[src/rtl/hbg_pkg.sv]
// Shared encodings for the half-bridge sequencer.
package hbg_pkg;
    // Switch request handed from the fault controller to the dead-time stage.
    typedef enum logic [1:0] {
        REQ_OFF = 2'b00,
        REQ_HI  = 2'b01,
        REQ_LO  = 2'b10
    } req_e;

    // Status selector driven to the analog front end.
    typedef enum logic [1:0] {
        STAT_OFF   = 2'b00,
        STAT_SENSE = 2'b01,
        STAT_ERR   = 2'b10
    } stat_e;
endpackage

[src/rtl/hbg_sync.sv]
// Multi-stage flop synchroniser for asynchronous control pins.
// Assumes each bit is independent (no bus coherence needed).
module hbg_sync #(
    parameter int WIDTH  = 2,
    parameter int STAGES = 2
) (
    input  logic             clk,
    input  logic             rst_n,
    input  logic [WIDTH-1:0] d_async,
    output logic [WIDTH-1:0] q_sync
);
    logic [WIDTH-1:0] stage_q [STAGES];

    // Shift the asynchronous value through the stage chain.
    always_ff @(posedge clk) begin
        if (!rst_n) begin
            for (int i = 0; i < STAGES; i++) stage_q[i] <= '0;
        end else begin
            stage_q[0] <= d_async;
            for (int i = 1; i < STAGES; i++) stage_q[i] <= stage_q[i-1];
        end
    end

    assign q_sync = stage_q[STAGES-1];
endmodule

[src/rtl/hbg_oc_filter.sv]
// Over-current spike filter: output rises once the raw bit has been high
// for FILT_CYC consecutive cycles and falls at once when it drops.
module hbg_oc_filter #(
    parameter int FILT_CYC = 8
) (
    input  logic clk,
    input  logic rst_n,
    input  logic oc_raw,
    output logic oc_valid
);
    localparam int CW = (FILT_CYC < 1) ? 1 : $clog2(FILT_CYC + 1);
    localparam logic [CW-1:0] CMAX = CW'(FILT_CYC);

    logic [CW-1:0] run_cnt;

    // Count consecutive high samples, saturating at the filter length.
    always_ff @(posedge clk) begin
        if (!rst_n)               run_cnt <= '0;
        else if (!oc_raw)         run_cnt <= '0;
        else if (run_cnt != CMAX) run_cnt <= run_cnt + 1'b1;
    end

    assign oc_valid = oc_raw && (run_cnt == CMAX);
endmodule

[src/rtl/hbg_fault_ctrl.sv]
// Fault priority and protection sequencing. Decides the requested switch,
// the status selector and the fast-slew override.
// Priority: overvoltage > undervoltage > thermal > current limit > normal.
// Assumes en_s/dir_s are already synchronised and gate_hi/gate_lo are the
// registered gate outputs (used to know which switch conducts).
module hbg_fault_ctrl
    import hbg_pkg::*;
#(
    parameter int LIMIT_CYC   = 200,
    parameter int INH_RST_CYC = 40
) (
    input  logic  clk,
    input  logic  rst_n,
    input  logic  en_s,
    input  logic  dir_s,
    input  logic  ov,
    input  logic  uv,
    input  logic  ot,
    input  logic  ocf_hi,
    input  logic  ocf_lo,
    input  logic  gate_hi,
    input  logic  gate_lo,
    output req_e  req,
    output stat_e status,
    output logic  slew_fast
);
    localparam int WW = $clog2(2 * LIMIT_CYC + 1);
    localparam logic [WW-1:0] WIN_LOAD = WW'(LIMIT_CYC);
    localparam logic [WW-1:0] ERR_LOAD = WW'(2 * LIMIT_CYC);
    localparam int RW = (INH_RST_CYC < 1) ? 1 : $clog2(INH_RST_CYC + 1);
    localparam logic [RW-1:0] RST_MAX = RW'(INH_RST_CYC);

    logic          ot_lat;
    logic [RW-1:0] inh_cnt;
    logic [WW-1:0] win_cnt;
    logic [WW-1:0] err_cnt;
    req_e          cl_side;
    logic          ot_now;
    logic          trig;
    logic          cl_abort;
    stat_e         stat_nxt;
    logic          slew_nxt;

    assign ot_now   = ot_lat || ot;
    assign cl_abort = ov || uv || ot_now;
    // A limit event starts on filtered over-current of the conducting switch.
    assign trig = !cl_abort && en_s && (win_cnt == '0) &&
                  ((gate_hi && ocf_hi) || (gate_lo && ocf_lo));

    // Count synchronised enable-low cycles for the thermal latch release.
    always_ff @(posedge clk) begin
        if (!rst_n)                 inh_cnt <= '0;
        else if (en_s)              inh_cnt <= '0;
        else if (inh_cnt != RST_MAX) inh_cnt <= inh_cnt + 1'b1;
    end

    // Thermal latch: set on trip, cleared after a long enough low enable.
    always_ff @(posedge clk) begin
        if (!rst_n)                               ot_lat <= 1'b0;
        else if (ot)                              ot_lat <= 1'b1;
        else if (ot_lat && inh_cnt == RST_MAX)    ot_lat <= 1'b0;
    end

    // Current-limit swap window and error hold timers.
    always_ff @(posedge clk) begin
        if (!rst_n) begin
            win_cnt <= '0;
            err_cnt <= '0;
            cl_side <= REQ_OFF;
        end else if (cl_abort) begin
            win_cnt <= '0;
            err_cnt <= '0;
        end else if (trig) begin
            win_cnt <= WIN_LOAD;
            err_cnt <= ERR_LOAD;
            cl_side <= gate_hi ? REQ_LO : REQ_HI;
        end else begin
            if (win_cnt != '0) win_cnt <= win_cnt - 1'b1;
            if (err_cnt != '0) err_cnt <= err_cnt - 1'b1;
        end
    end

    // Select the switch request from the fault priority chain.
    always_comb begin
        if (ov)                  req = REQ_HI;
        else if (uv)             req = REQ_OFF;
        else if (ot_now)         req = REQ_OFF;
        else if (!en_s)          req = REQ_OFF;
        else if (win_cnt != '0)  req = cl_side;
        else                     req = dir_s ? REQ_HI : REQ_LO;
    end

    // Derive the next status code and slew override from the same chain.
    always_comb begin
        slew_nxt = ov || uv || ot_now || (err_cnt != '0);
        if (ov)                  stat_nxt = STAT_ERR;
        else if (uv)             stat_nxt = STAT_OFF;
        else if (ot_now)         stat_nxt = en_s ? STAT_ERR : STAT_OFF;
        else if (err_cnt != '0)  stat_nxt = STAT_ERR;
        else if (req == REQ_HI)  stat_nxt = STAT_SENSE;
        else                     stat_nxt = STAT_OFF;
    end

    // Register status outputs so the front end sees clean levels.
    always_ff @(posedge clk) begin
        if (!rst_n) begin
            status    <= STAT_OFF;
            slew_fast <= 1'b0;
        end else begin
            status    <= stat_nxt;
            slew_fast <= slew_nxt;
        end
    end
endmodule

[src/rtl/hbg_deadtime.sv]
// Dead-time insertion: on any change of request both gates drop at once,
// and the new gate rises only after DEAD_CYC further cycles with no change.
module hbg_deadtime
    import hbg_pkg::*;
#(
    parameter int DEAD_CYC = 16
) (
    input  logic clk,
    input  logic rst_n,
    input  req_e req,
    output logic gate_hi,
    output logic gate_lo
);
    localparam int CW = (DEAD_CYC < 1) ? 1 : $clog2(DEAD_CYC + 1);
    localparam logic [CW-1:0] DLOAD = CW'(DEAD_CYC);

    req_e          held;
    logic [CW-1:0] dcnt;

    // Restart the dead interval on every request change, then apply it.
    always_ff @(posedge clk) begin
        if (!rst_n) begin
            held    <= REQ_OFF;
            dcnt    <= '0;
            gate_hi <= 1'b0;
            gate_lo <= 1'b0;
        end else if (req != held) begin
            held    <= req;
            dcnt    <= DLOAD;
            gate_hi <= 1'b0;
            gate_lo <= 1'b0;
        end else if (dcnt != '0) begin
            dcnt    <= dcnt - 1'b1;
            gate_hi <= 1'b0;
            gate_lo <= 1'b0;
        end else begin
            gate_hi <= (held == REQ_HI);
            gate_lo <= (held == REQ_LO);
        end
    end
endmodule

[src/rtl/halfbridge_guard.sv]
// Top of the half-bridge sequencer: synchronises the control pins, filters
// over-current bits, runs fault priority and inserts dead time.
// Assumes fault bits are synchronous to clk and carry their own hysteresis.
module halfbridge_guard
    import hbg_pkg::*;
#(
    parameter int DEAD_CYC    = 16,
    parameter int OC_FILT_CYC = 8,
    parameter int LIMIT_CYC   = 23000,
    parameter int INH_RST_CYC = 800,
    parameter int SYNC_STAGES = 2
) (
    input  logic       clk,
    input  logic       rst_n,
    input  logic       dir_in,
    input  logic       enable_in,
    input  logic       ov_flag,
    input  logic       uv_flag,
    input  logic       ot_flag,
    input  logic       oc_hi,
    input  logic       oc_lo,
    output logic       gate_hi,
    output logic       gate_lo,
    output logic [1:0] status_sel,
    output logic       slew_fast
);
    localparam int NSW = 2;

    logic [1:0]     ctl_sync;
    logic [NSW-1:0] oc_raw;
    logic [NSW-1:0] oc_ok;
    req_e           req;
    stat_e          stat;

    hbg_sync #(.WIDTH(2), .STAGES(SYNC_STAGES)) u_sync (
        .clk     (clk),
        .rst_n   (rst_n),
        .d_async ({enable_in, dir_in}),
        .q_sync  (ctl_sync)
    );

    assign oc_raw = {oc_lo, oc_hi};

    // One spike filter per switch.
    for (genvar s = 0; s < NSW; s++) begin : g_filt
        hbg_oc_filter #(.FILT_CYC(OC_FILT_CYC)) u_filt (
            .clk      (clk),
            .rst_n    (rst_n),
            .oc_raw   (oc_raw[s]),
            .oc_valid (oc_ok[s])
        );
    end

    hbg_fault_ctrl #(.LIMIT_CYC(LIMIT_CYC), .INH_RST_CYC(INH_RST_CYC)) u_ctrl (
        .clk       (clk),
        .rst_n     (rst_n),
        .en_s      (ctl_sync[1]),
        .dir_s     (ctl_sync[0]),
        .ov        (ov_flag),
        .uv        (uv_flag),
        .ot        (ot_flag),
        .ocf_hi    (oc_ok[0]),
        .ocf_lo    (oc_ok[1]),
        .gate_hi   (gate_hi),
        .gate_lo   (gate_lo),
        .req       (req),
        .status    (stat),
        .slew_fast (slew_fast)
    );

    hbg_deadtime #(.DEAD_CYC(DEAD_CYC)) u_dead (
        .clk     (clk),
        .rst_n   (rst_n),
        .req     (req),
        .gate_hi (gate_hi),
        .gate_lo (gate_lo)
    );

    assign status_sel = stat;
endmodule

[config.mk]
export PLATFORM = sky130hd
export DESIGN_NAME = halfbridge_guard
export DESIGN_NICKNAME = d
export VERILOG_FILES = /design/src/rtl/hbg_pkg.sv /design/src/rtl/hbg_sync.sv /design/src/rtl/hbg_oc_filter.sv /design/src/rtl/hbg_fault_ctrl.sv /design/src/rtl/hbg_deadtime.sv /design/src/rtl/halfbridge_guard.sv
export SDC_FILE = /design/constraint.sdc
export NUM_CORES = 1
export LEC_CHECK = 0
export ABC_AREA = 0
export BUFFER_PORTS_ARGS = -buffer_cell sky130_fd_sc_hd__clkbuf_2
export CORE_MARGIN = 1.5
export CORE_UTILIZATION = 55
export DETAILED_ROUTE_END_ITERATION = 16
export GPL_TIMING_DRIVEN = 1
export PLACE_DENSITY = 0.75
export SLEW_MARGIN = 25
export SYNTH_ARGS = -nofsm -noshare
export SYNTH_HDL_FRONTEND = slang
export SYNTH_SLANG_ARGS = --single-unit
[constraint.sdc]
create_clock -name clk -period 2 [get_ports clk]
set_clock_uncertainty 0.15 [all_clocks]
set_input_delay 0.2 -clock clk [delete_from_list [all_inputs] [get_ports clk]]
set_output_delay 0.2 -clock clk [all_outputs]
set_load 0.03 [all_outputs]
# == Word level (Yosys, flattened, before mapping) ==
# Memories as Yosys holds them, arrays and structs flattened.
# Index checks and enable logic that the tools add are counted.
# totals
regBits,65
input_bits,9
ramBits,4
mem_count,1
wordCells,94
# classes
n_bitwise,4
mux,25
eq_ne,10
addsub,6
n_reduce_logical,31
# mem_list
memory,depth,width,rd,rd_clocked_by_memory_dff,write_ports,line,text
u_sync.stage_q,2,2,2,0,2,hbg_sync.sv:12,logic [WIDTH-1:0] stage_q [STAGES];
# ops
op,count
$mux W16,2
$reduce_bool A16 Y1,2
$sub A16 B1 Y16 const B,2
$mux W15,2
$mux W2,14
$logic_not A16 Y1,1
$add A10 B1 Y10 const B,1
$eq A10 B10 Y1 const B,1
$mux W5,2
$ne A10 B10 Y1 const B,1
$reduce_or A3 Y1,3
$add A4 B1 Y4 const B,2
$eq A4 B4 Y1 const B,2
$logic_and A1 B1 Y1,8
$ne A4 B4 Y1 const B,2
$reduce_bool A2 Y1,4
$reduce_and A2 Y1,3
$reduce_or A2 Y1,3
$logic_or A1 B1 Y1,5
$mux W1,5
$reduce_bool A5 Y1,1
$sub A5 B1 Y5 const B,1
$eq A2 B1 Y1 const B,2
$eq A2 B2 Y1 const B,1
other kinds (4),6

# == Longest topological paths before layout ==
# Gate-level depths: netlist of the first run.
# An unclocked memory read counts as a cell.
# logic_depth
depth_word,13
ltp_mapped,9

# == Hierarchy ==
# Synthesis of the first run repeated with hierarchy kept, for this count alone.
# hier_totals
cells_unflattened,366
hier_area_um2,3286.9
# by_module_without_submodules
mod,seq_area_each_um2,area_per_inst_um2,n_inst,cells_each
hbg_fault_ctrl,960.9,2379.8,1,274
hbg_oc_filter,80.1,210.2,2,23
hbg_deadtime,180.2,366.6,1,36
hbg_sync,80.1,120.1,1,10

# == Least setup slack after synthesis of the first run ==
# No wires, ideal clock.
# synth_timing
path_kind,register to register
start,register u_ctrl.win_cnt[0]
end,register u_dead.dcnt[4]
setup_slack_ns,-0.202
required_ns,1.730
path_stages_with_launch,9
setup_ns,0.120
period_less_slack_ns,2.202
arrival_ns,1.932
cell_sequence,dfxtp_1 -> inv_1 -> ha_1 -> nor3b_1 -> and4_1 -> buf_2 -> mux2i_1 -> xor2_1 -> o31a_1
# synth_via
elab_chain_len,8
word_cells_on_any_way,9
classes_between,eq/ne (1); mux (6); reduce/logical (2)
# synth_rtl
item,line,text
start: declaration,hbg_fault_ctrl.sv:35,logic [WW-1:0] win_cnt;
start signal: assignment,hbg_fault_ctrl.sv:78,if (win_cnt != '0) win_cnt <= win_cnt - 1'b1;
$reduce_bool A16 Y1 (*),hbg_fault_ctrl.sv:89,else if (win_cnt != '0) req = cl_side;
$mux W2 (*),hbg_fault_ctrl.sv:89,
$mux W2 (*),hbg_fault_ctrl.sv:88,else if (!en_s) req = REQ_OFF;
$mux W2 (*),hbg_fault_ctrl.sv:87,else if (ot_now) req = REQ_OFF;
$mux W2 (*),hbg_fault_ctrl.sv:86,else if (uv) req = REQ_OFF;
$mux W2 (*),hbg_fault_ctrl.sv:85,if (ov) req = REQ_HI;
$ne A2 B2 Y1 (*),hbg_deadtime.sv:27,end else if (req != held) begin
$mux W5 or $reduce_bool A2 Y1 (tied branches),--,
end signal: assignment,hbg_deadtime.sv:33,dcnt <= dcnt - 1'b1;
end: declaration,hbg_deadtime.sv:18,logic [CW-1:0] dcnt;
# Mark *: on every way between the ends. The rest lies on a longest branch, timed or not.
# A chain may end at the register's enable or synchronous reset.

# == Worst setup path after layout of the first run ==
# layout_timing
start,register u_ctrl.win_cnt[0]
end,register u_ctrl.win_cnt[8]
# layout_via
elab_chain_len,4
word_cells_on_any_way,8
classes_between,add/sub (1); mux (2); reduce/logical (5)
# layout_rtl
item
"parallel branches: the longest is 4 deep, another holds $sub A16 B1 Y16"
# Parallel ways; which one is timed is not known. The select of a mux whose other input is x is not followed.

==> qor.yml, run 1 <==
drt-vias-per-instance: 5.77
drc: 0
drive_gt1_frac: 0.331
synth_commonest_cells: "dfxtp_1 (69), nor2_1 (50), a21oi_1 (28), inv_1 (20), xnor2_1 (19)"
startpoint_type: "flip-flop"
yosys.area.top_type: "dfxtp_1"
grt_overflow: 0
ys_ff_latch: 69
yosysSeqAreaShare: 0.432
cts_made_buffers: 9
finalHoldViolations: 0
slew_headroom: 0.736
seq_power_share: 0.502
crit_path_max_fanout: 7
antenna_found_initial: 0
fin_ws_ps: -92.8
violations: "negative setup slack"
drtIter0Drc: 196
period_needed_ps: 2090
stdcell_area_sq_um: 4380
ys_types: 44
status: "finished with violations"
die_y_um: 79.3
ios: 14
chipWidth_um: 79.3
place_ws_ps: -233
synth_area_per_cell_sq_um: 8.82
cts_tree: "built"
vias: 2996
worstRegToRegCells: 10
cts_sinks: 69
clockRootBuffer: "clkbuf_8"
p_sw_uw: 758
drt_first_pass_iters: 4
syn_to_final_growth_pct: 36.8
gp_congestion: 0.828
coreArea_sq_um: 5570
power_frac_comb: 0.113
portBuffers: 13
crit_type: "reg -> reg"
synthTopCellsByArea: "dfxtp_1 (43%), nor2_1 (5.9%), xnor2_1 (5.2%)"
vdd_drop_max_mv: 0.631
synth_top_area_share: 0.432
tightest_slew_ps: 393
cap_violations: 0
rsz0062_at_grt: "true"
syn_area_sq_um: 3200
setup_violations: 31
drt_wl_total_um: 8390
internal-power_uw: 2130
nFillCells: 354
place_inst: 492
yosysWarningCount: 0
holdPathStages: 3
clockPowerShare: 0.386
grt_pass1_wl_um: 12900
final_nets: 463
period_share: 1.05
synth-main-ff-cell: "dfxtp_1"
hold_path_class: "in -> reg"
ant_nets: 0
seq_area_sq_um: 1390
yosysMostFrequentCell: "dfxtp_1"
grt_start_max_net_pins: 17
synth-edff-count: 0
placedInstanceArea_sq_um: 3790
swShare: 0.262
crit_arrival_ps: 2190
multi_input_area_sq_um: 2060
netlist_instances: 363
wl_per_cell_um: 16.2
htree_levels: 3
grt_use_total: 0.261
dpl.hpwl_um: 5100
syn-num-nets: 384
fp-row-count: 27
cp_data_required_time_ps: 2090
clockBufferDepth: 2
first_global_vias: 2931
fmax_mhz: 478
die-area_sq_um: 6290
final-instance-count-excl-fill: 519
clk_latency_ps: 360
worst_setup_path_end_kind: "flip-flop"
start_util: 0.574
final_max_slew_viol_count: 0
diodes: 0
path_clk_slew_ps: 80
synthArstFlopShare: 0
power_density_nw_per_um2: 660
leakagePower_uw: 0.00172
## sequential cells by signal (all words and copies together) (netlist names)
name	count
u_ctrl.err_cnt	16
u_ctrl.slew_fast	1
u_dead.gate_lo	1
u_ctrl.status	2
g_filt.u_filt.run_cnt	8
u_dead.dcnt	5
u_dead.held	2
u_ctrl.ot_lat	1
u_ctrl.inh_cnt	10
u_ctrl.win_cnt	16
u_ctrl.cl_side	2
u_dead.gate_hi	1
u_sync.stage_q	4
## worst max-delay path, cell delays in order, from the launching register on
cell and delay [ps]:
dfxtp_2 330, inv_2 50, ha_4 150, nor3b_4 150
buf_4 140, nand4_1 100, buf_4 120, buf_4 140
nand4_1 250, o311ai_2 340, a21oi_2 50
## power groups by stage
stage / clock network (uW) / registers [uW] / logic (uW)
2_1_floorplan: 0 / 1480 / 192
3_3_place_gp: 0 / 1480 / 271
3_5_place_dp: 0 / 1480 / 282
4_1_cts: 1110 / 1450 / 290
5_1_grt: 1180 / 1450 / 352
6_report: 1110 / 1450 / 325
## stage by stage
| stage | util | setup TNS, ps | hold WS (ps) | power [uW] |
|---|---|---|---|---|
| after floorplan | - | -6.70 | 154 | 1670 |
| after global placement | 0.680 | -1950 | 259 | 1750 |
| after CTS | 0.730 | -153 | 4.99 | 2850 |
| after global routing | 0.785 | -3270 | 33.8 | 2980 |
| after detailed placement | 0.680 | -3830 | 262 | 1760 |
| final | 0.785 | -1170 | 1.52 | 2890 |
## metal layers
metal	vias up	part of all wire	routed length (um)	track usage
li1	1447	-	-	-
met1	1439	0.42	3550	0.310
met2	87	0.52	4340	0.462
met3	23	0.034	281	0.0402
met4	0	0.026	214	0.116
met5	-	0	0	0
## path summary, 6_finish.rpt
check | slack, ps | start | to
setup / recovery | -90 | u_ctrl.win_cnt[0]$_SDFFE_PP0P_ | u_ctrl.win_cnt[8]$_SDFFE_PP0P_
hold reg to reg | 300 | u_sync.stage_q[0][0]$_SDFF_PN0_ | u_sync.stage_q[0][2]$_SDFF_PN0_
setup reg to reg | -90 | u_ctrl.win_cnt[0]$_SDFFE_PP0P_ | u_ctrl.win_cnt[8]$_SDFFE_PP0P_
hold / removal | 2 | oc_hi | g_filt[0].u_filt.run_cnt[2]$_SDFFE_PN0P_
## logic make-up after synthesis
family	Yosys count	synth area share
AND/OR/NAND/NOR	158	0.270
flip-flops	69	0.432
AO/OA/AOI/OAI	54	0.101
XOR/XNOR	34	0.0930
buffers and inverters	29	0.0352
adder cells (fa/ha/maj)	12	0.0469
multiplexers	7	0.0223
## layout make-up
class	instances	share of cell area
multi-input combinational	265	0.470
sequential	69	0.317
timing repair buffer	76	0.133
clock buffer	12	0.0309
tap	72	0.0206
inverter	21	0.0180
clock inverter	4	0.0111
## cell usage in the layout, fill, tap and decap left out, drive strengths merged, types with 2 or more instances in the layout
| cell type | instances |
|---|---|
| dfxtp | 69 |
| buf | 60 |
| nor2 | 50 |
| a21oi | 28 |
| clkbuf | 25 |
| inv | 20 |
| xnor2 | 19 |
| nand3 | 16 |
| xor2 | 15 |
| nor3 | 14 |
| nand2 | 13 |
| ha | 12 |
| nor4 | 12 |
| or3 | 10 |
| or4 | 8 |
| nand4 | 7 |
| and2 | 6 |
| mux2i | 6 |
| a31oi | 6 |
| o31ai | 5 |
| nor4b | 5 |
| nand3b | 4 |
| a211oi | 4 |
| clkinv | 4 |
| a21o | 3 |
| dlygate4sd3 | 3 |
| nor3b | 3 |
| o21ai | 3 |
| nand2b | 2 |
| nand4b | 2 |
| or2 | 2 |
| and4 | 2 |
## timing repair
| item | CTS | global route |
|---|---|---|
| endpoints found under the hold margin | 3 | 0 |
| gates resized for setup | 15 | 49 |
| hold buffers | 3 | 0 |
| pin swaps | 5 | 20 |
| buffers inserted | 4 | 5 |
| cloned | 0 | 0 |
| endpoints found under the setup margin | 44 | 31 |
(Power assumes the default switching activity.)
==> inputs of run 2 (changes only) <==
GPL_TIMING_DRIVEN = 0   (was 1)
==> qor.yml, run 2 (synthesis results as in run 1) <==
grtUsageMet1: 0.291  # was 0.310
startpoint_type: "flip-flop"  # unchanged
antenna_found_initial: 0  # unchanged
fp-row-count: 27  # unchanged
busiest_layer: "met2"  # unchanged
slew_headroom: 0.547  # was 0.736
rsz0062_at_grt: "true"  # unchanged
setup_violations: 10  # was 31
slowest_stage: "or4_4"  # was o311ai_2
fmax_mhz: 474  # was 478 MHz
grt_overflow: 0  # unchanged
layout_common_cells: "dfxtp_1 (60), nor2_1 (50), buf_4 (27), a21oi_1 (25), xnor2_1 (19)"  # was dfxtp_1 (65), buf_4 (55), nor2_1 (50), xnor2_1 (18), a21oi_1 (18)
drt_wl_total_um: 7050  # was 8390 um
startpoint: "u_ctrl.err_cnt[10]$_SDFFE_PP0N_"  # was u_ctrl.win_cnt[0]$_SDFFE_PP0P_
final_nets: 440  # was 463
drc: 0  # unchanged
worst_setup_path_end_kind: "flip-flop"  # unchanged
grtUsageMet2: 0.365  # was 0.462
place_inst: 448  # was 492
drt_first_pass_iters: 4  # unchanged
status: "finished with violations"  # unchanged
period_share: 1.05  # about the same
vias: 2797  # was 2,996
diodes: 0  # unchanged
clockRootBuffer: "clkbuf_8"  # unchanged
fin_ws_ps: -108  # was -92.8 ps
largestRegisters: "u_ctrl.err_cnt (16), u_ctrl.win_cnt (16), u_ctrl.inh_cnt (10)"  # unchanged
clk_latency_ps: 340  # was 360 ps
final-instance-count-excl-fill: 496  # was 519
vdd_drop_max_mv: 0.428  # was 0.631 mV
violations: "negative setup slack"  # unchanged
path_clk_slew_ps: 70  # was 80 ps
chipWidth_um: 79.3  # unchanged
coreArea_sq_um: 5570  # unchanged
tightest_slew_ps: 678  # was 393 ps
reg2reg_from: "u_ctrl.err_cnt[10]$_SDFFE_PP0N_"  # was u_ctrl.win_cnt[0]$_SDFFE_PP0P_
period_needed_ps: 2110  # was 2090 ps
layout_commonest_cell: "dfxtp_1"  # unchanged
ant_nets: 0  # unchanged
gp_congestion: 0.805  # was 0.828
leakagePower_uw: 0.00159  # was 0.00172 uW
r2r-end: "u_ctrl.err_cnt[8]$_SDFFE_PP0P_"  # was u_ctrl.win_cnt[8]$_SDFFE_PP0P_
wl_per_cell_um: 14.2  # was 16.2 um
crit_arrival_ps: 2170  # was 2190 ps
regToRegSetupSlack_ps: -110  # was -90 ps
portBuffers: 13  # unchanged
nFillCells: 401  # was 354
final_max_slew_viol_count: 0  # unchanged
cap_violations: 0  # unchanged
htree_levels: 3  # unchanged
grtUsageMet3: 0.0644  # was 0.0402
cp_slowest_stage_delay_ps: 580  # was 340 ps
worstRegToRegCells: 5  # was 10
hold-worst-slack_ps: 26.7  # was 1.52 ps
syn_to_final_growth_pct: 29.6  # was 36.8%
cp_data_required_time_ps: 2060  # was 2090 ps
drive_gt1_frac: 0.271  # was 0.331
crit_path_frequent_cell: "or4_4"  # was buf_4
die-area_sq_um: 6290  # unchanged
grt_start_max_net_pins: 12  # was 17
finalHoldViolations: 0  # unchanged
cts_tree: "built"  # unchanged
path_cells: "or4_4 > or4_4 > nand3b_1 > xor2_1 > a21oi_1"  # was inv_2 > ha_4 > nor3b_4 > buf_4 > nand4_1 > buf_4 > buf_4 > nand4_1 > o311ai_2 > a21oi_2
crit_path_max_fanout: 6  # was 7
drtIter0Drc: 176  # was 196
ios: 14  # unchanged
dpl.hpwl_um: 4310  # was 5100 um
grt_pass1_wl_um: 11200  # was 12,900 um
drt-vias-per-instance: 5.64  # was 5.77
first_global_vias: 2525  # was 2,931
cts_sinks: 69  # unchanged
die_y_um: 79.3  # unchanged
clockBufferDepth: 2  # unchanged
start_util: 0.574  # unchanged
crit_type: "reg -> reg"  # unchanged
grt_use_total: 0.229  # was 0.261
power_density_nw_per_um2: 692  # was 660 nW/um^2
hold_path_class: "in -> reg"  # unchanged
cts_made_buffers: 9  # unchanged
crit_path_end: "u_ctrl.err_cnt[8]$_SDFFE_PP0P_"  # was u_ctrl.win_cnt[8]$_SDFFE_PP0P_
## run 2: cell count changes in the layout (fill, tap and decap cells not counted), moves of 3 or more
cell	before	now
buf_4	55	27
a21oi_1	18	25
a21oi_2	8	2
dfxtp_2	4	9
or3_1	7	10
dfxtp_1	65	60
or3_4	3	0
## run 2: layout make-up
class	count	area [sq um]	area share
clock inverter	4	47.5	0.0115
multi-input combinational	266	2020	0.486
inverter	21	78.8	0.0190
sequential	69	1390	0.336
timing repair buffer	45	325	0.0785
buffer	7	50.0	0.0121
clock buffer	12	145	0.0350
tap	72	90.1	0.0217
## run 2: through the flow
stage / worst slack (ps) / TNS, ps / instance area [sq um] / utilization / total power (uW)
2_1_floorplan: -6.70 / -6.70 / 3260 / - / 1670
3_3_place_gp: -336 / -8160 / 3410 / 0.612 / 1720
3_5_place_dp: -315 / -7690 / 3420 / 0.613 / 1740
4_1_cts: -83.8 / -449 / 3940 / 0.706 / 2870
5_1_grt: -148 / -1690 / 4150 / 0.744 / 3000
6_report: -108 / -326 / 4150 / 0.744 / 2870
## run 2: critical path, delay by kind of cell, from the launching register on
kind            cells  cell delay (ps)
compound gates      1               80
xor+xnor            1              150
flops               1              320
simple gates        3             1270
## run 2: worst min path at each step
stage	slack (ps)	startpoint	cells after the start	endpoint
global placement	260	enable_in	2	u_sync.stage_q[0][1]$_SDFF_PN0_
detailed placement	270	dir_in	2	u_sync.stage_q[0][0]$_SDFF_PN0_
global route	30	uv_flag	2	u_ctrl.status[1]$_SDFF_PN0_
CTS	6	uv_flag	2	u_ctrl.status[1]$_SDFF_PN0_
floorplan	150	uv_flag	1	u_ctrl.status[1]$_SDFF_PN0_
finish	30	oc_hi	3	g_filt[0].u_filt.run_cnt[0]$_SDFFE_PN0P_
## run 2: power by group
part	switching, uW	internal [uW]
logic	153	139
registers	39.0	1410
clock network	518	607
total	710	2160
## run 2: repair_timing
| action | CTS | global route |
|---|---|---|
| endpoints found under the hold margin | 2 | 0 |
| pin swaps | 16 | 19 |
| hold buffers | 2 | 0 |
| endpoints found under the setup margin | 40 | 42 |
| setup buffers | 17 | 13 |
| gates cloned | 0 | 1 |
| gates resized for setup | 38 | 26 |
## run 2: layer usage
layer  wire length, um  vias to the layer above
met3               212                       10
met2              3480                       43
met1              3250                     1336
li1                  -                     1408
met4               102                        0
met5                 0                        -
